===== config.mk =====
export PLATFORM = sky130hd
export DESIGN_NAME = int_alu
export DESIGN_NICKNAME = d
export VERILOG_FILES = /design/src/rtl/int_alu_pkg.sv /design/src/rtl/int_alu_ctrl.sv /design/src/rtl/int_alu_dpath.sv /design/src/rtl/int_alu.sv
export SDC_FILE = /design/constraint.sdc
export NUM_CORES = 1
export LEC_CHECK = 0
export ABC_CLOCK_PERIOD_IN_PS = 14600
export BUFFER_PORTS_ARGS = -buffer_cell sky130_fd_sc_hd__buf_2
export CAP_MARGIN = 10
export CELL_PAD_IN_SITES_DETAIL_PLACEMENT = 1
export CELL_PAD_IN_SITES_GLOBAL_PLACEMENT = 2
export CORE_MARGIN = 8
export CORE_UTILIZATION = 38
export DETAILED_ROUTE_END_ITERATION = 8
export PLACE_DENSITY_LB_ADDON = 0.1
export SYNTH_ARGS = -nofsm -noshare
export SYNTH_HDL_FRONTEND = slang
export SYNTH_SLANG_ARGS = --single-unit

===== constraint.sdc =====
create_clock -name vclk -period 14.6
set_input_delay 1.46 -clock vclk [all_inputs]
set_output_delay 1.46 -clock vclk [all_outputs]
set_load 0.01 [all_outputs]

===== src/rtl/int_alu_pkg.sv =====
package int_alu_pkg;

  typedef enum logic [3:0] {
    OP_ADD  = 4'd0,
    OP_SUB  = 4'd1,
    OP_AND  = 4'd2,
    OP_OR   = 4'd3,
    OP_NOR  = 4'd4,
    OP_LTS  = 4'd5,
    OP_LTU  = 4'd6,
    OP_SHL  = 4'd7,
    OP_SHR  = 4'd8
  } aluOpE;

  // Strobes from the decoder to the datapath
  typedef struct packed {
    logic invertB;
    logic carryIn;
    logic selSum;
    logic selAnd;
    logic selOr;
    logic selNor;
    logic selLtS;
    logic selLtU;
    logic selShl;
    logic selShr;
  } aluStrobeT;

endpackage


===== src/rtl/int_alu_ctrl.sv =====
module int_alu_ctrl
  import int_alu_pkg::*;
(
  input  logic [3:0] opSel,
  output aluStrobeT  strobe
);

  always_comb begin
    strobe = '0;
    case (opSel)
      OP_ADD: strobe.selSum = 1'b1;
      OP_SUB: begin
        strobe.invertB = 1'b1;
        strobe.carryIn = 1'b1;
        strobe.selSum  = 1'b1;
      end
      OP_AND: strobe.selAnd = 1'b1;
      OP_OR:  strobe.selOr  = 1'b1;
      OP_NOR: strobe.selNor = 1'b1;
      OP_LTS: begin
        strobe.invertB = 1'b1;
        strobe.carryIn = 1'b1;
        strobe.selLtS  = 1'b1;
      end
      OP_LTU: begin
        strobe.invertB = 1'b1;
        strobe.carryIn = 1'b1;
        strobe.selLtU  = 1'b1;
      end
      OP_SHL: strobe.selShl = 1'b1;
      OP_SHR: strobe.selShr = 1'b1;
      default: strobe = '0;
    endcase
  end

endmodule


===== src/rtl/int_alu_dpath.sv =====
module int_alu_dpath
  import int_alu_pkg::*;
#(
  parameter int WIDTH = 32,
  localparam int SHW  = $clog2(WIDTH)
) (
  input  logic [WIDTH-1:0] opA,
  input  logic [WIDTH-1:0] opB,
  input  logic [SHW-1:0]   shamt,
  input  aluStrobeT        strobe,
  output logic [WIDTH-1:0] result,
  output logic             zero
);

  localparam int MSB = WIDTH - 1;

  logic [WIDTH-1:0] bMux;
  logic [WIDTH:0]   sumFull;
  logic [WIDTH-1:0] sumWord;
  logic             carryOut;
  logic             lessSigned;
  logic             lessUnsigned;

  // One adder serves add, subtract and both compares
  assign bMux     = strobe.invertB ? ~opB : opB;
  assign sumFull  = {1'b0, opA} + {1'b0, bMux} + {{WIDTH{1'b0}}, strobe.carryIn};
  assign sumWord  = sumFull[MSB:0];
  assign carryOut = sumFull[WIDTH];

  // A - B borrows exactly when A < B unsigned
  assign lessUnsigned = ~carryOut;
  // Sign bits differ: the negative operand is smaller; else the difference sign decides
  assign lessSigned   = (opA[MSB] ^ opB[MSB]) ? opA[MSB] : sumWord[MSB];

  // Log-depth shifters, one stage per shift-distance bit
  logic [WIDTH-1:0] shlStage [SHW+1];
  logic [WIDTH-1:0] shrStage [SHW+1];

  assign shlStage[0] = opA;
  assign shrStage[0] = opA;

  for (genvar g = 0; g < SHW; g++) begin : gShiftStage
    assign shlStage[g+1] = shamt[g] ? (shlStage[g] << (1 << g)) : shlStage[g];
    assign shrStage[g+1] = shamt[g] ? (shrStage[g] >> (1 << g)) : shrStage[g];
  end

  // One-hot merge of the candidate results
  always_comb begin
    result = ({WIDTH{strobe.selSum}} & sumWord)
           | ({WIDTH{strobe.selAnd}} & (opA & opB))
           | ({WIDTH{strobe.selOr}}  & (opA | opB))
           | ({WIDTH{strobe.selNor}} & ~(opA | opB))
           | ({WIDTH{strobe.selShl}} & shlStage[SHW])
           | ({WIDTH{strobe.selShr}} & shrStage[SHW])
           | {{(WIDTH-1){1'b0}}, (strobe.selLtS & lessSigned) | (strobe.selLtU & lessUnsigned)};
  end

  assign zero = ~|result;

endmodule


===== src/rtl/int_alu.sv =====
module int_alu
  import int_alu_pkg::*;
#(
  parameter int WIDTH = 32,
  localparam int SHW  = $clog2(WIDTH)
) (
  input  logic [WIDTH-1:0] opA,
  input  logic [WIDTH-1:0] opB,
  input  logic [SHW-1:0]   shamt,
  input  logic [3:0]       opSel,
  output logic [WIDTH-1:0] result,
  output logic             zero
);

  aluStrobeT strobe;

  int_alu_ctrl uCtrl (
    .opSel  (opSel),
    .strobe (strobe)
  );

  int_alu_dpath #(.WIDTH(WIDTH)) uDpath (
    .opA    (opA),
    .opB    (opB),
    .shamt  (shamt),
    .strobe (strobe),
    .result (result),
    .zero   (zero)
  );

endmodule


Yosys cells after proc, flatten, opt, wreduce, memory -nomap -nowiden:

Index checks and enable logic that the tools add are counted.

* flip-flop bits (word level): 0
* logic and storage cells: 57

* $add $sub $neg: 2
* eq/ne operators: 8
* mux-type cells: 21
* bitwise operators: 21
* reduce and logical (&&, ||, !) cells: 5

Operator list (count)
* 2-to-1 mux 32 bit: 11
* AND 32 bit: 7
* bitwise OR 32 bit: 6
* inverter 32 bit: 2
* adder 32 x 32 -> 33 bit: 1
* adder 33 x 1 -> 33 bit: 1
* bitwise OR 32 x 1 -> 32 bit: 1
* OR reduction 32 bit: 1
* equality test 4 x 3 -> 1 bit, second input constant: 4
* 2-to-1 mux 1 bit: 9
* equality test 4 x 2 -> 1 bit, second input constant: 2
* equality test 4 x 1 -> 1 bit, second input constant: 1
* equality test 4 bit, second input constant: 1
* logical NOT 4 bit: 1
* OR reduction 3 bit: 1
* AND 1 bit: 2
* 2-to-1 mux 2 bit: 1
* OR reduction 2 bit: 1
* logical NOT 1 bit: 1
* inverter 1 bit: 1
* bitwise OR 1 bit: 1
* bitwise XOR 1 bit: 1

Logic depth before layout (Yosys ltp):

Gate-level depths: netlist of run 1.

* word-level depth: 15
* gate-level depth with buffers: 18
* gate-level depth less buffers: 15

Modules after synthesis:

From an unflattened synthesis of run 1, not the netlist that was laid out.

* cells, all modules: 1081
* area, all modules: 7828.8 um^2

By module, submodules not included
* int_alu_dpath: instances 1, cells each 1067, area an instance 7733.7 um^2, sequential area each 0.0 um^2
* int_alu_ctrl: instances 1, cells each 14, area an instance 95.1 um^2, sequential area each 0.0 um^2

Worst setup path before layout of run 1:

OpenSTA, ideal clock, no wires.

* path type: input-to-output
* from: input opSel[3]
* to: output zero
* arrival: 5.823 ns
* setup slack: 7.317 ns
* stages on the path: 17
* buffers on the path: 4
* cell sequence: clkbuf_1 > clkbuf_1 > clkbuf_1 > a21oi_1 > clkbuf_1 > xor2_1 > ha_1 > a21o_1 > a31o_2 > a31oi_1 > o21ai_0 > a21o_1 > a211o_1 > or3b_2 > nor4_1 > nand4b_1 > nor4_2

* word-level cells in the longest chain between the ends: 15
* elaborated cells between the ends (all ways): 42
* those cells by class: add/sub (2); eq/ne (8); mux (11); bitwise (16); reduce/logical (5)

Ends and longest elaborated chain
* start: declaration: RTL line int_alu.sv:10 `input logic [3:0] opSel,`
* equality test 4 x 1 -> 1 bit / equality test 4 x 3 -> 1 bit (equally long branches): RTL line int_alu_ctrl.sv:10 `case (opSel)`
* OR reduction 3 bit (no line)
* 2-to-1 mux 2 bit: RTL line int_alu_ctrl.sv:10
* 2-to-1 mux 32 bit: RTL line int_alu_dpath.sv:25 `assign bMux = strobe.invertB ? ~opB : opB;`
* adder 32 x 32 -> 33 bit: RTL line int_alu_dpath.sv:26 `assign sumFull = {1'b0, opA} + {1'b0, bMux} + {{WIDTH{1'b0}}, strobe.carryIn};`
* adder 33 x 1 -> 33 bit: RTL line int_alu_dpath.sv:26
* AND 32 bit: RTL line int_alu_dpath.sv:49 `result = ({WIDTH{strobe.selSum}} & sumWord)`
* bitwise OR 32 bit: RTL line int_alu_dpath.sv:50 `| ({WIDTH{strobe.selAnd}} & (opA & opB))`
* bitwise OR 32 bit: RTL line int_alu_dpath.sv:51 `| ({WIDTH{strobe.selOr}} & (opA | opB))`
* bitwise OR 32 bit: RTL line int_alu_dpath.sv:52 `| ({WIDTH{strobe.selNor}} & ~(opA | opB))`
* bitwise OR 32 bit: RTL line int_alu_dpath.sv:53 `| ({WIDTH{strobe.selShl}} & shlStage[SHW])`
* bitwise OR 32 bit *: RTL line int_alu_dpath.sv:54 `| ({WIDTH{strobe.selShr}} & shrStage[SHW])`
* bitwise OR 32 x 1 -> 32 bit *: RTL line int_alu_dpath.sv:55 `| {{(WIDTH-1){1'b0}}, (strobe.selLtS & lessSigned) | (strobe.selLtU & lessUnsigned)};`
* net result[26]: RTL line int_alu.sv:11 `output logic [WIDTH-1:0] result,`
* OR reduction 32 bit *: RTL line int_alu_dpath.sv:58 `assign zero = ~|result;`
* logical NOT 1 bit *: RTL line int_alu_dpath.sv:58
* end: declaration: RTL line int_alu.sv:12 `output logic zero`

The timed path passes the listed nets; every way through them passes the cells marked *.

Worst setup path after layout of run 1:

* from: input opSel[0]
* to: output zero

* word-level cells in the longest chain between the ends: 15
* elaborated cells between the ends (all ways): 42
* those cells by class: add/sub (2); eq/ne (8); mux (11); bitwise (16); reduce/logical (5)

Ends and longest elaborated chain (RTL line)
* equality test 4 x 1 -> 1 bit / equality test 4 x 3 -> 1 bit (equally long branches): int_alu_ctrl.sv:10
* OR reduction 3 bit (no line)
* 2-to-1 mux 2 bit: int_alu_ctrl.sv:10
* 2-to-1 mux 32 bit: int_alu_dpath.sv:25
* adder 32 x 32 -> 33 bit: int_alu_dpath.sv:26
* adder 33 x 1 -> 33 bit: int_alu_dpath.sv:26
* AND 32 bit: int_alu_dpath.sv:49
* bitwise OR 32 bit: int_alu_dpath.sv:50
* bitwise OR 32 bit: int_alu_dpath.sv:51
* bitwise OR 32 bit: int_alu_dpath.sv:52
* bitwise OR 32 bit: int_alu_dpath.sv:53
* bitwise OR 32 bit: int_alu_dpath.sv:54
* bitwise OR 32 x 1 -> 32 bit *: int_alu_dpath.sv:55
* OR reduction 32 bit *: int_alu_dpath.sv:58
* logical NOT 1 bit *: int_alu_dpath.sv:58

Every way passes the cells marked *; elsewhere a longest branch is shown, timed or not.

==> results.py, run 1 <==
metrics = {
    "final_layout": {
        "area_growth_pct": 6.62,
        "final_cells": 1400,
        "clock_buffers": 0,
        "nets": 1243,
        "seq_cells": 0,
        "finalInstanceArea_um2": 8740,
        "antenna_cells_inserted": 0,
        "final_core_util": 0.414,
        "drive_gt1_frac": 0.210,
        "seq_area_um2": 0,
    },
    "worst_setup_path": {
        "endpoint": "zero",
        "worstPathCellList": "buf_2 > buf_4 > nand3b_1 > a21oi_4 > buf_4 > xor2_1 > ha_1 > nand2b_1 > a211oi_2 > o21ai_0 > o21ai_0 > a211oi_1 > a211o_1 > or3b_2 > nor4_1 > nand4b_1 > nor4_2 > buf_2",
        "startpoint": "opSel[0]",
        "cp_max_fo": 42,
        "crit_family": "compound AO/OA/AOI/OAI gates",
        "required_ps": 13140,
        "worstSetupPathType": "in2out",
        "cp_slowest_stage_delay_ps": 590,
        "end_kind": "output port",
        "critPathSlowestCell": "o21ai_0",
        "critPathBufInv": 4,
        "worst-path-stages": 18,
        "crit_arrival_ps": 6630,
        "startpoint_type": "input pin",
    },
    "placed_design": {
        "placed_cells": 1400,
        "placed_area_um2": 8740,
        "io_buffers": 106,
        "gp_congestion": 1.06,
        "dp_hpwl_um": 34500,
    },
    "synth": {
        "synth_adder_area_share": 0.0861,
        "synth_xor_area_frac": 0.0406,
        "synthSimpleGateAreaFrac": 0.238,
        "synth_top_family_by_area": "compound AO/OA/AOI/OAI gates",
        "synth_top_area_frac": 0.137,
        "netlist_instances": 1115,
        "avgSynthCellArea_um2": 7.35,
        "yosysWarnings": 0,
        "synth_nets": 1231,
        "yosys-top-cells-area": "mux4_2 14%, mux2i_1 8.1%, ha_1 6.4%",
        "synth-compound-area-share": 0.305,
        "synth-seq-area-share": 0,
        "syn_area_um2": 8200,
        "muxShareOfSynthArea": 0.255,
        "synthDistinctLibCells": 85,
        "synth_top_area_cell": "mux4_2",
    },
    "global_routing": {
        "grtUsageTotal": 0.319,
        "grt_max_degree": 75,
        "grt_first_pass_wirelength_um": 65200,
        "grt_pass1_vias": 10000,
        "antenna_found_initial": 1,
        "gr-total-overflow": 0,
    },
    "floorplan": {
        "core_um2": 21100,
        "start_util": 0.389,
        "die_w_um": 163,
        "io_pins": 106,
        "rows": 53,
        "die_height_um": 163,
        "dieArea_um2": 26500,
    },
    "detailed_routing": {
        "wl_per_cell_um": 31.4,
        "vias": 10100,
        "avgViaCountPerCell": 7.23,
        "met2_length_um": 19800,
        "ant_nets": 0,
        "routed_wl_um": 44000,
        "wl_met3_um": 3670,
        "drcViolationCount": 0,
        "drtIter0Drc": 1433,
        "met1Wirelength_um": 18800,
        "top_layer": "met4",
        "dr.pass1.iters": 5,
    },
    "clocking": {
        "hold_buffers": 0,
        "cts_resized": 0,
        "post_cts_buffers": 0,
    },
    "timing": {
        "post-route-period-util": 0.554,
        "setup_violations": 0,
        "fmax_ghz": 0.124,
        "slew_viol_final": 0,
        "slew_headroom": 0.270,
        "fin_tns_setup_ps": 0,
        "rsz0062_at_grt": "false",
        "finalHoldViolCount": 0,
        "tightest_slew_ps": 1090,
        "period_needed_ps": 8090,
    },
    "worst_hold_path": {
        "holdCritStartpoint": "opB[14]",
        "hp-class": "in2out",
    },
    "power_and_ir_drop": {
        "ir_worst_vdd_v": 0.0000233,
        "p_per_area_nw_per_um2": 46.9,
        "p_total_mw": 0.410,
        "power.leakage_nw": 3.50,
    },
    "flow_run": {
        "maxCapViolations": 0,
    },
    "status": {
        "outcome": "finished, final reports clean",
    },
}
## cell usage after synthesis (9+ instances only)
master / instances
nor2b_1: 9
o31ai_1: 11
o2111ai_1: 17
maj3_1: 16
o211ai_1: 27
nand2b_1: 13
nor2_1: 104
and2_1: 9
a211oi_1: 15
ha_1: 42
clkbuf_1: 75
buf_4: 11
mux2i_1: 66
nor3_1: 30
a22oi_1: 24
buf_2: 20
a21o_1: 22
nand3_1: 41
xor2_1: 31
nand2_1: 69
a21oi_1: 65
mux2_2: 26
o21ai_0: 50
mux4_2: 50
nor4_1: 10
or3_1: 12
o22ai_1: 19
inv_1: 20
nand4_1: 28
## tightest hold or removal path: stages
cell and delay [ps]:
buf_2 150, o211ai_1 100, o211ai_1 100, a2111o_1 160
buf_2 150
## power breakdown
| part | total (mW) | internal, mW | switching (mW) |
|---|---|---|---|
| clock | 0 | 0 | 0 |
| sequential | 0 | 0 | 0 |
| combinational | 0.410 | 0.146 | 0.264 |
| total | 0.410 | 0.146 | 0.264 |
## through the flow
step | hold slack, ps | setup slack (ps)
2_1_floorplan | 3180 | 7320
3_3_place_gp | 3560 | 6610
3_5_place_dp | 3560 | 6540
4_1_cts | 3560 | 6540
5_1_grt | 3600 | 6020
6_report | 3570 | 6510
## layout make-up
class	instances	area, µm²
fillers	2704	12300
well taps	275	344
repair buffers	127	693
inverters	24	90.1
multi-input cells	974	7610
## routing by layer
metal  vias to the layer above  track usage
li1                       4426            -
met1                      5059        0.439
met2                       523        0.504
met3                       108       0.0442
met4                         0        0.101
met5                         -            0
## cells in the final DEF (no fill, tap or decap), types with 13 or more instances in the layout
cell / synthesis / layout
nor2_1: 104 / 104
a21oi_1: 65 / 64
maj3_1: 16 / 16
nor3_1: 30 / 29
nand2_1: 69 / 69
xor2_1: 31 / 31
o21ai_0: 50 / 50
mux4_2: 50 / 50
o22ai_1: 19 / 19
ha_1: 42 / 42
nand2b_1: 13 / 13
a211oi_1: 15 / 15
a22oi_1: 24 / 24
o2111ai_1: 17 / 17
nand4_1: 28 / 28
inv_1: 20 / 20
nand3_1: 41 / 41
a21o_1: 22 / 22
mux2i_1: 66 / 66
buf_2: 20 / 104
o211ai_1: 27 / 27
mux2_2: 26 / 26
buf_4: 11 / 23
## worst min-delay path by stage
stage	end	slack, ps	depth (start not counted)
4_1_cts	result[14]	3560	5
6_report	result[14]	3570	5
5_1_grt	result[14]	3600	5
3_5_place_dp	result[14]	3560	5
2_1_floorplan	result[23]	3180	3
3_3_place_gp	result[14]	3560	5
## kinds of logic after synthesis
group,Yosys count
fa+ha+maj,59
xor+xnor,38
mux,143
compound gates,355
simple gates,379
buf+inv,141
Note: power is estimated with default switching activity, not from simulation.
==> run 2, diff against run 1 <==
ABC_CLOCK_PERIOD_IN_PS = 7800   (was 14600)
CORE_UTILIZATION = 36   (was 38)
clock period = 7.8 ns   (was 14.6 ns; I/O delays follow)
==> run 2 against run 1 <==
  * Via count decreased by 0.73%
  * Total power increased by 89%
  * Worst hold slack got worse by 1400 ps
  * Global-route usage fell by 0.94 points
  * Combinational power rose by 89%
  * Setup slack got worse by 5400 ps
  * Routed wire length up 2.7%
  * Highest routed layer is now met5
==> results.py, run 2 (synthesized netlist as in run 1, its figures left out) <==
metrics = {
    "power_and_ir_drop": {
        "pwr-share-clk": 0,
        "internal_power_mw": 0.276,
        "power.leakage_nw": 3.53,
        "p_total_mw": 0.775,
        "ir_worst_vdd_v": 0.0000379,
        "combPwrFrac": 1.000,
        "switching_share": 0.643,
        "p_per_area_nw_per_um2": 88.0,
        "power_switching_mw": 0.499,
        "pwr-share-seq": 0,
    },
    "timing": {
        "post-route-period-util": 0.857,
        "setup_violations": 0,
        "period_needed_ps": 6680,
        "finalHoldViolCount": 0,
        "rsz0062_at_grt": "false",
        "slew_headroom": 0.290,
        "slew_viol_final": 0,
        "tightest_slew_ps": 1060,
        "fmax_ghz": 0.150,
        "fin_tns_setup_ps": 0,
    },
    "placed_design": {
        "dp_hpwl_um": 35900,
        "placed_cells": 1417,
        "io_buffers": 106,
        "gp_congestion": 0.997,
    },
    "clocking": {
        "post_cts_buffers": 0,
        "hold_buffers": 0,
        "cts_resized": 0,
    },
    "final_layout": {
        "nets": 1250,
        "final_cells": 1418,
        "layout_common_cells": "104 x nor2_1, 104 x buf_2, 69 x nand2_1, 66 x mux2i_1, 64 x a21oi_1",
        "drive_gt1_frac": 0.215,
        "seq_cells": 0,
        "area_growth_pct": 7.45,
        "fill_cells": 2859,
        "seq_area_um2": 0,
        "clock_buffers": 0,
    },
    "global_routing": {
        "gr-total-overflow": 0,
        "grt-busiest-layer": "met2",
        "grt_max_degree": 47,
        "grt_pass1_vias": 10100,
        "grt_first_pass_wirelength_um": 66900,
        "grt_use_met1": 0.432,
        "grtUsageTotal": 0.309,
        "met2_usage": 0.488,
        "grt_use_met3": 0.0331,
        "antenna_found_initial": 2,
    },
    "detailed_routing": {
        "ant_nets": 0,
        "vias": 10000,
        "drtIter0Drc": 1012,
        "avgViaCountPerCell": 7.08,
        "drcViolationCount": 0,
        "routed_wl_um": 45100,
        "wl_per_cell_um": 31.8,
        "dr.pass1.iters": 7,
    },
    "floorplan": {
        "io_pins": 106,
        "rows": 55,
        "core_um2": 22500,
        "die_w_um": 167,
        "start_util": 0.364,
        "die_height_um": 167,
        "dieArea_um2": 27900,
    },
    "worst_setup_path": {
        "cp_max_fo": 26,
        "end_kind": "output port",
        "startpoint_type": "input pin",
        "worstSetupPathType": "in2out",
        "required_ps": 7020,
        "crit_arrival_ps": 5900,
    },
    "flow_run": {
        "maxCapViolations": 0,
    },
    "worst_hold_path": {
        "hp-class": "in2out",
        "min_delay_path_depth": 5,
    },
    "status": {
        "outcome": "finished, final reports clean",
    },
}
-- run 2: critical path: stages --
cell	delay, ps
buf_2	390
nand3b_1	230
a21oi_4	400
buf_4	450
xor2_1	150
ha_1	510
a21o_1	240
a31oi_1	190
and3_1	230
o21ai_0	360
nand4_1	250
a211o_1	290
or3b_2	480
nor4_1	340
nand4b_1	200
nor4_2	230
buf_2	170
-- run 2: worst paths after layout --
check / startpoint / endpoint
min: opB[14] / result[14]
max: opSel[1] / zero
-- run 2: cell type report --
cell class | count | area, µm² | area share
multi-input combinational | 974 | 7610 | 0.864
timing repair buffer | 134 | 746 | 0.0847
tap | 285 | 357 | 0.0405
inverter | 24 | 90.1 | 0.0102
antenna | 1 | 2.50 | 0.000284
-- run 2: metrics by stage --
stage                     hold slack [ps]  instance area (µm²)  utilization  setup WS [ps]
after detailed placement             2170                 8800        0.391           1180
after global routing                 2240                 8810        0.391            930
after global placement               2170                 8800        0.391           1260
after CTS                            2170                 8800        0.391           1170
final                                2180                 8810        0.391           1120
after floorplan                      1820                 8200            -           1880
-- run 2: layer usage --
| metal | vias to the layer above | share of wire |
|---|---|---|
| met5 | - | 0.00022 |
| li1 | 4430 | - |
| met2 | 487 | 0.44 |
| met1 | 5028 | 0.44 |
| met3 | 95 | 0.076 |
| met4 | 2 | 0.036 |
-- run 2: power groups by stage --
stage	Combinational (mW)	Clock, mW	Sequential, mW
after floorplan	0.498	0	0
after global placement	0.754	0	0
after detailed placement	0.754	0	0
after CTS	0.758	0	0
after global routing	0.822	0.0000000171	0
final	0.775	0.0000000171	0
